### config.mk
export PLATFORM = sky130hd
export DESIGN_NAME = rre_engine
export DESIGN_NICKNAME = d
export VERILOG_FILES = /design/src/rtl/rre_pkg.sv /design/src/rtl/rre_byte_judge.sv /design/src/rtl/rre_merge.sv /design/src/rtl/rre_engine.sv
export SDC_FILE = /design/constraint.sdc
export NUM_CORES = 1
export LEC_CHECK = 0
export BUFFER_PORTS_ARGS = -buffer_cell sky130_fd_sc_hd__clkbuf_2
export CAP_MARGIN = 40
export CORE_AREA = 10 10 125 127
export CTS_CLUSTER_SIZE = 40
export DETAILED_ROUTE_END_ITERATION = 8
export DIE_AREA = 0 0 135 137
export GPL_TIMING_DRIVEN = 1
export PLACE_DENSITY = 0.85
export SLEW_MARGIN = 20
export SYNTH_ARGS = -nofsm -noshare
export SYNTH_HDL_FRONTEND = slang
export SYNTH_SLANG_ARGS = --single-unit
export TNS_END_PERCENT = 50
### constraint.sdc
create_clock -name clk -period 2.5 [get_ports clk]
set_clock_uncertainty 0.1 [all_clocks]
set_input_delay 0.625 -clock clk [delete_from_list [all_inputs] [get_ports clk]]
set_output_delay 0.625 -clock clk [all_outputs]
set_load 0.02 [all_outputs]
### src/rtl/rre_pkg.sv
package rre_pkg;

    typedef enum logic [2:0] {
        RC_NONE,
        RC_WRW,
        RC_WRWX,
        RC_XWR,
        RC_RRWR,
        RC_RWW,
        RC_RRWW
    } race_e;

    typedef enum logic [2:0] {
        PH_IDLE,
        PH_SCAN,
        PH_FETCH,
        PH_WB,
        PH_DONE
    } phase_e;

    function automatic race_e classify(input logic rt, input logic wt,
                                       input logic ro, input logic wo,
                                       input logic ftar, input logic foar);
        race_e k;
        k = RC_NONE;
        if (!rt) begin
            if (wt && ro && !wo)      k = RC_WRW;
            else if (wt && ro && wo)  k = foar ? RC_WRWX : RC_NONE;
        end else if (!wt) begin
            if (wo)                   k = (ro && foar) ? RC_RRWR : RC_XWR;
        end else begin
            case ({ro, wo})
                2'b01:   k = RC_XWR;
                2'b10:   k = RC_WRW;
                2'b11: begin
                    case ({ftar, foar})
                        2'b00:   k = RC_XWR;
                        2'b01:   k = RC_WRWX;
                        2'b10:   k = RC_RWW;
                        default: k = RC_RRWW;
                    endcase
                end
                default: k = RC_NONE;
            endcase
        end
        return k;
    endfunction

endpackage

### src/rtl/rre_byte_judge.sv
module rre_byte_judge
    import rre_pkg::*;
(
    input  logic       rt,
    input  logic       wt,
    input  logic       ro,
    input  logic       wo,
    input  logic       ftar,
    input  logic       foar,
    input  logic [7:0] loc_byte,
    input  logic [7:0] out_byte,
    output logic [7:0] pick_byte,
    output logic       fatal
);

    race_e kind;

    always_comb begin
        kind  = classify(rt, wt, ro, wo, ftar, foar);
        fatal = (kind == RC_RRWW);
        case (kind)
            RC_WRW, RC_WRWX:                  pick_byte = loc_byte;
            RC_XWR, RC_RRWR, RC_RWW, RC_RRWW: pick_byte = out_byte;
            default:                          pick_byte = wt ? loc_byte : out_byte;
        endcase
    end

endmodule

### src/rtl/rre_merge.sv
module rre_merge #(
    parameter int BYTES = 8,
    localparam int DW   = BYTES * 8
) (
    input  logic [BYTES-1:0] rt,
    input  logic [BYTES-1:0] wt,
    input  logic [BYTES-1:0] ro,
    input  logic [BYTES-1:0] wo,
    input  logic [BYTES-1:0] ftar,
    input  logic [BYTES-1:0] foar,
    input  logic [DW-1:0]    loc_blk,
    input  logic [DW-1:0]    out_blk,
    output logic [DW-1:0]    merged,
    output logic [BYTES-1:0] fatal_mask
);

    for (genvar b = 0; b < BYTES; b++) begin : g_byte
        rre_byte_judge u_judge (
            .rt        (rt[b]),
            .wt        (wt[b]),
            .ro        (ro[b]),
            .wo        (wo[b]),
            .ftar      (ftar[b]),
            .foar      (foar[b]),
            .loc_byte  (loc_blk[b*8 +: 8]),
            .out_byte  (out_blk[b*8 +: 8]),
            .pick_byte (merged[b*8 +: 8]),
            .fatal     (fatal_mask[b])
        );
    end

endmodule

### src/rtl/rre_engine.sv
module rre_engine
    import rre_pkg::*;
#(
    parameter int ENTRIES = 4,
    parameter int BYTES   = 8,
    parameter int ADDR_W  = 16,
    localparam int DW     = BYTES * 8,
    localparam int IDX_W  = (ENTRIES > 1) ? $clog2(ENTRIES) : 1
) (
    input  logic              clk,
    input  logic              rst_n,
    input  logic              start_i,
    output logic [IDX_W-1:0]  ent_idx_o,
    input  logic              ent_valid_i,
    input  logic [1:0]        ent_state_i,
    input  logic [ADDR_W-1:0] ent_addr_i,
    input  logic [DW-1:0]     ent_data_i,
    input  logic [BYTES-1:0]  ent_rt_i,
    input  logic [BYTES-1:0]  ent_wt_i,
    input  logic [BYTES-1:0]  ent_ro_i,
    input  logic [BYTES-1:0]  ent_wo_i,
    input  logic [BYTES-1:0]  ent_ftar_i,
    input  logic [BYTES-1:0]  ent_foar_i,
    output logic              fetch_req_o,
    output logic [ADDR_W-1:0] fetch_addr_o,
    output logic              fetch_from_core_o,
    input  logic              fetch_ack_i,
    input  logic [DW-1:0]     fetch_data_i,
    output logic              wb_req_o,
    output logic [ADDR_W-1:0] wb_addr_o,
    output logic [DW-1:0]     wb_data_o,
    input  logic              wb_ack_i,
    output logic              bus_lock_o,
    output logic              done_o,
    output logic              clear_o,
    output logic              race_err_o,
    output logic [ADDR_W-1:0] err_addr_o,
    output logic [BYTES-1:0]  err_mask_o
);

    localparam logic [IDX_W-1:0] LAST_IDX = IDX_W'(ENTRIES - 1);

    typedef struct packed {
        phase_e            phase;
        logic [IDX_W-1:0]  idx;
        logic [DW-1:0]     wbdata;
        logic              err;
        logic [ADDR_W-1:0] err_addr;
        logic [BYTES-1:0]  err_mask;
    } eng_t;

    eng_t state_d, state_q;

    logic [DW-1:0]    merged;
    logic [BYTES-1:0] fatal_mask;

    // The tracker row selected by idx stays put while the bus is locked,
    // so the vectors are consumed straight from the read port.
    rre_merge #(.BYTES(BYTES)) u_merge (
        .rt         (ent_rt_i),
        .wt         (ent_wt_i),
        .ro         (ent_ro_i),
        .wo         (ent_wo_i),
        .ftar       (ent_ftar_i),
        .foar       (ent_foar_i),
        .loc_blk    (ent_data_i),
        .out_blk    (fetch_data_i),
        .merged     (merged),
        .fatal_mask (fatal_mask)
    );

    always_comb begin
        state_d = state_q;
        case (state_q.phase)
            PH_IDLE: begin
                if (start_i) begin
                    state_d.phase    = PH_SCAN;
                    state_d.idx      = '0;
                    state_d.err      = 1'b0;
                    state_d.err_addr = '0;
                    state_d.err_mask = '0;
                end
            end
            PH_SCAN: begin
                if (ent_valid_i)                 state_d.phase = PH_FETCH;
                else if (state_q.idx == LAST_IDX) state_d.phase = PH_DONE;
                else                             state_d.idx   = state_q.idx + 1'b1;
            end
            PH_FETCH: begin
                if (fetch_ack_i) begin
                    if (|fatal_mask) begin
                        state_d.err      = 1'b1;
                        state_d.err_addr = ent_addr_i;
                        state_d.err_mask = fatal_mask;
                        state_d.phase    = PH_DONE;
                    end else begin
                        state_d.wbdata   = merged;
                        state_d.phase    = PH_WB;
                    end
                end
            end
            PH_WB: begin
                if (wb_ack_i) begin
                    if (state_q.idx == LAST_IDX) begin
                        state_d.phase = PH_DONE;
                    end else begin
                        state_d.idx   = state_q.idx + 1'b1;
                        state_d.phase = PH_SCAN;
                    end
                end
            end
            default: state_d.phase = PH_IDLE;
        endcase
    end

    always_ff @(posedge clk or negedge rst_n) begin
        if (!rst_n) state_q <= '0;
        else        state_q <= state_d;
    end

    assign ent_idx_o         = state_q.idx;
    assign fetch_req_o       = (state_q.phase == PH_FETCH);
    assign fetch_addr_o      = ent_addr_i;
    assign fetch_from_core_o = (ent_state_i == 2'b10);
    assign wb_req_o          = (state_q.phase == PH_WB);
    assign wb_addr_o         = ent_addr_i;
    assign wb_data_o         = state_q.wbdata;
    assign bus_lock_o        = (state_q.phase == PH_SCAN) || (state_q.phase == PH_FETCH)
                             || (state_q.phase == PH_WB);
    assign done_o            = (state_q.phase == PH_DONE);
    assign clear_o           = done_o && !state_q.err;
    assign race_err_o        = state_q.err;
    assign err_addr_o        = state_q.err_addr;
    assign err_mask_o        = state_q.err_mask;

    AST_REQ_EXCLUSIVE: assert property (@(posedge clk) disable iff (!rst_n)
        !(fetch_req_o && wb_req_o));
    AST_WB_DATA_STABLE: assert property (@(posedge clk) disable iff (!rst_n)
        (wb_req_o && !wb_ack_i) |=> $stable(wb_data_o));
    AST_LOCK_COVERS_REQ: assert property (@(posedge clk) disable iff (!rst_n)
        (fetch_req_o || wb_req_o) |-> bus_lock_o);
    AST_DONE_SINGLE: assert property (@(posedge clk) disable iff (!rst_n)
        done_o |=> !done_o);
    AST_ERR_WITH_DONE: assert property (@(posedge clk) disable iff (!rst_n)
        $rose(race_err_o) |-> done_o);
    AST_CLEAR_CLEAN: assert property (@(posedge clk) disable iff (!rst_n)
        clear_o |-> (done_o && !race_err_o));
    AST_ERR_STICKY: assert property (@(posedge clk) disable iff (!rst_n)
        (race_err_o && !start_i) |=> race_err_o);

endmodule

== After elaboration in Yosys (flattened, before gate mapping) ==
Index checks and enable logic that the tools add are counted.

* Memory bits (read-only): 0
* Bits in latches: 0
* Output and inout bits: 129
* Memories kept: 0
* Word-level logic and storage cells: 287
* Flip-flop bits (word level): 94
* RAM bits: 0

* Reduce and logical (&&, ||, !) cells: 76
* Add/subtract/negate cells: 1
* Multipliers: 0
* $lt $le $gt $ge: 0
* Eq/ne operators: 100
* Divide/modulo/power cells: 0
* Shift-type cells: 0
* Bitwise gates (word level): 1
* Muxes and demuxes: 103

{| class="wikitable"
|+ Operators by type and width
! cell !! number
|-
| one-hot mux 3 bit (3 select lines) || 16
|-
| one-hot mux 8 bit (2 select lines) || 8
|-
| 2-to-1 mux 3 bit || 37
|-
| equality test 3 bit (second input constant) || 25
|-
| 2-to-1 mux 25 bit || 3
|-
| 2-to-1 mux 8 bit || 8
|-
| equality test 3 x 2 -> 1 bit (second input constant) || 18
|-
| equality test 2 bit (second input constant) || 26
|-
| 2-to-1 mux 2 bit || 26
|-
| one-hot mux 25 bit (2 select lines) || 1
|-
| logical AND 1 bit || 33
|-
| equality test 2 x 1 -> 1 bit (second input constant) || 16
|-
| OR reduction 4 bit || 8
|-
| equality test 3 x 1 -> 1 bit (second input constant) || 9
|-
| logical NOT 2 bit || 8
|-
| OR reduction 2 bit || 8
|-
| one-hot mux 3 bit (4 select lines) || 1
|-
| AND reduction 4 bit || 3
|-
| 2-to-1 mux 5 bit || 2
|-
| logical NOT 1 bit || 9
|-
| OR reduction 8 bit || 1
|-
| inequality test 2 x 1 -> 1 bit (second input constant) || 3
|-
| one-hot mux 2 bit (3 select lines) || 1
|-
| inequality test 2 bit (second input constant) || 2
|-
| 8 further kinds || 9
|}

== Longest topological paths before layout ==
* Depth in word-level cells: 10
* Gate-level depth with buffers: 8
* Depth with buffers taken out: 6

== Hierarchy ==
Synthesis repeated with hierarchy kept, for this count alone.

* Cells, all modules: 469
* Area, all modules: 5766.8 um^2

{| class="wikitable"
|+ By module, submodules not included
! module !! seq. area each (um^2) !! cells each !! instances !! area each (um^2)
|-
| rre_engine || 2352.3 || 365 || 1 || 4725.8
|-
| rre_byte_judge || 0.0 || 13 || 8 || 130.1
|}

== Least setup slack after synthesis ==
OpenSTA, ideal clock, no wires.

* Kind: input -> register
* Start: input ent_foar_i[1]
* End: register state_q (netlist bit wb_data_o[42])
* Stages on the path: 8
* Slack: 0.295 ns
* Data required time: 2.273 ns
* Data arrival time: 1.978 ns
* Buffers on the path: 2
* Library setup time: 0.127 ns
* Cells stage by stage: nand2_1 nor3_2 nor4_4 nand2_2 nor2_2 buf_6 buf_8 mux2_1

* Cells in the longest elaborated chain, start to end: 9
* Elaborated cells on any way between the ends: 17
* Classes of those cells: 3 x eq/ne; 9 x mux; 1 x bitwise; 4 x reduce/logical

{| class="wikitable"
|+ RTL lines
! element !! line !! source
|-
| start, declared || rre_engine.sv:23 || <nowiki>input logic [BYTES-1:0] ent_foar_i,</nowiki>
|-
| equality test 2 bit, or another cell as far along || rre_pkg.sv:36 || <nowiki>case ({ftar, foar})</nowiki>
|-
| one-hot mux 3 bit (3 select lines) / 2-to-1 mux 3 bit (equally long branches) || rre_pkg.sv:36, rre_pkg.sv:30 ||
|-
| one-hot mux 3 bit (3 select lines) / 2-to-1 mux 3 bit (equally long branches) || rre_pkg.sv:32, rre_pkg.sv:30 ||
|-
| 2-to-1 mux 3 bit || rre_pkg.sv:29 || <nowiki>end else if (!wt) begin</nowiki>
|-
| 2-to-1 mux 3 bit (*) || rre_pkg.sv:26 || <nowiki>if (!rt) begin</nowiki>
|-
| equality test 3 bit (*) || rre_byte_judge.sv:20 || <nowiki>fatal = (kind == RC_RRWW);</nowiki>
|-
| OR reduction 8 bit (*) || rre_engine.sv:91 || <nowiki>if (|fatal_mask) begin</nowiki>
|-
| NOT 1 bit (no source line) (*) || - ||
|-
| AND reduction 3 bit (no source line) (*) || - ||
|-
| end signal, assigned || rre_engine.sv:118 || <nowiki>else state_q <= state_d;</nowiki>
|-
| end, declared || rre_engine.sv:52 || <nowiki>eng_t state_d, state_q;</nowiki>
|}

Mark *: on every way between the ends. The rest lies on a longest branch, timed or not.
A chain may end at the register's enable or synchronous reset.

== Final worst setup path ==
* Start: register state_q[91] (netlist bit)
* End: output wb_req_o

* Cells in the longest elaborated chain, start to end: 1

{| class="wikitable"
|+ RTL lines
! element !! line !! source
|-
| equality test 3 x 2 -> 1 bit || rre_engine.sv:125 || <nowiki>assign wb_req_o = (state_q.phase == PH_WB);</nowiki>
|-
| end, declared || rre_engine.sv:29 || <nowiki>output logic wb_req_o,</nowiki>
|}

Every way passes these cells.

==> impl_metrics.env <==
export IMPL_sw_frac_of_total_pct=38.18
export IMPL_grt_ovfl_total=0
export IMPL_drive_above_1_share_pct=69.62
export IMPL_synth_nets=683
export IMPL_critPathKind="reg -> out"
export IMPL_power_frac_comb_pct=45.9
export IMPL_status="complete, no violations"
export IMPL_initial_core_util_pct=44.26
export IMPL_dp_cells=872
export IMPL_stdcell_count=887
export IMPL_post_drt_wl_per_cell_um=18.34
export IMPL_drv_cap=0
export IMPL_die_y_um=137
export IMPL_clk_path_buf_depth=2
export IMPL_async_flop_share_pct=100.0
export IMPL_dieWidth_um=135
export IMPL_synth_cells=482
export IMPL_io_pin_count=329
export IMPL_clk_latency_ns=0.33
export IMPL_fin_util_pct=54.54
export IMPL_fin_hold_ws_ns=0.1093
export IMPL_post_cts_setup_buffers=0
export IMPL_worst_pin_slew_ns=0.7988
export IMPL_synth_top_family_by_area="multiplexers"
export IMPL_pwr_share_clk_pct=19.2
export IMPL_vdd_drop_max_mv=0.4821
export IMPL_htree_num_levels=3
export IMPL_internal_power_mw=4.504
export IMPL_rsz0062_at_grt="no"
export IMPL_root_buffer="clkbuf_16"
export IMPL_cp_arrival_ns=1.57
export IMPL_antenna_cells=0
export IMPL_antenna_found_initial=0
export IMPL_yosysMostFrequentCell="buf_4"
export IMPL_drt_vias_per_instance=4.776
export IMPL_place_port_buffers=328
export IMPL_synthToLayoutAreaGrowth_pct=23.22
export IMPL_hpwl_um=13630
export IMPL_grt_usage_pct=17.01
export IMPL_ys_flop_type="dfrtp_1"
export IMPL_die_area_mm2=0.01850
export IMPL_vias=4236
export IMPL_first_iter_violations=141
export IMPL_ctsResizeCount=0
export IMPL_p_leak_nw=3.776
export IMPL_routed_wl_um=16270
export IMPL_drtPass1Iterations=4
export IMPL_synth_compound_area_share_pct=6.243
export IMPL_synth_edff_count=0
export IMPL_relSlewSlack_pct=46.75
export IMPL_seq_power_share_pct=34.9
export IMPL_yosysTopAreaCell="dfrtp_1"
export IMPL_synth_area_mm2=0.005792
export IMPL_cts_tree="yes"
export IMPL_synth_seq_cells=94
export IMPL_yosysSeqAreaShare_pct=40.61
export IMPL_slew_violations=0
export IMPL_first_global_vias=4879
export IMPL_cp_required_ns=1.77
export IMPL_yosys_area_top_type_share_pct=40.61
export IMPL_timing_hold_violations_final=0
export IMPL_period_share_pct=91.74
export IMPL_yosys_mux_area_fraction_pct=27.85
export IMPL_end_kind="output pin"
export IMPL_nNetsFinal=908
export IMPL_drc=0
export IMPL_yosys_area_share_adder_pct=0.2160
export IMPL_synthTopCellsByArea="dfrtp_1 (41%), buf_4 (16%), mux2_2 (15%)"
export IMPL_numCtsBuffers=9
export IMPL_ant_nets=0
export IMPL_synth_simple_area_share_pct=6.697
export IMPL_synth_area_per_cell_um2=12.02
export IMPL_finalSetupViolations=0
export IMPL_synth_cell_types=34
export IMPL_place_gp_congestion=0.8479
export IMPL_hold_buffers=0
export IMPL_grt_max_degree=50
export IMPL_p_switching_mw=2.782
export IMPL_powerDensity_mw_per_mm2=1021
export IMPL_cp_max_fo=14
export IMPL_core_area_mm2=0.01309
export IMPL_cp_start_kind="flip-flop"
export IMPL_grt_pass1_wl_um=25140
export IMPL_yosysWarnings=0
export IMPL_maxClockFrequency_mhz=436.0
export IMPL_yosys_top_cells_count="buf_4 (123), dfrtp_1 (94), mux2_2 (75), mux2_4 (40), nand2_1 (30)"
export IMPL_fp_row_count=42
export IMPL_clkSinkCount=94
export IMPL_clk_pin_slew_ns=0.06
export IMPL_synth_xor_area_share_pct=0
export IMPL_min_period_ns=2.294
export IMPL_hold_path_class="in -> async"
cell type report:
type / count / area, um2
clock buffers: 11 / 252.7
multi-input cells: 251 / 2385
well taps: 176 / 220.2
repair buffers: 349 / 1864
fillers: 1095 / 5948
inverters: 2 / 7.507
flip-flops and latches: 94 / 2352
clock inverters: 4 / 55.05
flip-flops by register name (all words and copies together) (netlist names):
| signal | flops |
|---|---|
| state_q | 3 |
| ent_idx_o | 2 |
| wb_data_o | 64 |
| race_err_o | 1 |
| err_mask_o | 8 |
| err_addr_o | 16 |
critical path: stages, from the launching register on:
cell and delay, ns:
dfrtp_1 0.58, nor2b_1 0.31, and2_1 0.18, clkbuf_2 0.17
final timing paths:
kind,slack [ns],depth (start not counted),start,end
worst min register to register,0.38,1,wb_data_o[50],wb_data_o[50]
worst min-delay path,0.11,1,rst_n,wb_data_o[39]
max in group asynchronous,1.59,2,rst_n,wb_data_o[22]
worst max-delay path,0.21,3,state_q[91],wb_req_o
worst max register to register,0.43,6,state_q[92],wb_data_o[59]
min in group clk,0.38,1,wb_data_o[50],wb_data_o[50]
placed cells by master, fill, tap and decap left out, drive strengths merged:
cell type / n
clkinvlp: 1
a2111oi: 1
ha: 1
inv: 3
o21a: 1
mux2: 129
and2: 2
nor4: 2
nor2b: 6
o21ai: 13
a22oi: 1
a22o: 24
a21oi: 6
dfrtp: 94
nand2: 31
buf: 22
bufinv: 1
mux2i: 1
a311o: 1
nor2: 18
clkinv: 1
a21o: 2
nor3: 11
and3: 1
clkbuf: 338
routing by layer:
layer  GRT usage, %  up-vias  wire [um]
li1               -     2003          -
met3          6.562       22       1549
met1          17.55     2014       5772
met2          30.62      197       8629
met5              0        -          0
met4          6.400        0        319
power by group through the flow:
stage | logic (mW) | clock network, mW | registers (mW)
3_3_place_gp | 3.31 | 0 | 2.53
4_1_cts | 3.40 | 1.44 | 2.55
2_1_floorplan | 3.17 | 0 | 2.41
3_5_place_dp | 3.41 | 0 | 2.55
6_report | 3.35 | 1.40 | 2.54
5_1_grt | 3.58 | 1.52 | 2.63
cells by family after synthesis:
family,Yosys count
muxes,130
AOI/OAI and AO/OA,49
DFF,94
and+or+nand+nor,71
buffers and inverters,137
adders and majority gates,1
through the flow:
| stage | worst slack [ns] | power, mW | setup TNS, ns | instance area (um2) |
|---|---|---|---|---|
| floorplan | 0.2947 | 5.577 | 0 | 5792 |
| global placement | 0.04181 | 5.840 | 0 | 6824 |
| detailed placement | -0.04380 | 5.957 | -0.5516 | 6829 |
| CTS | 0.1952 | 7.394 | 0 | 7137 |
| global route | 0.06039 | 7.732 | 0 | 7137 |
| finish | 0.2065 | 7.286 | 0 | 7137 |
Power figures use the tool's default switching activity.
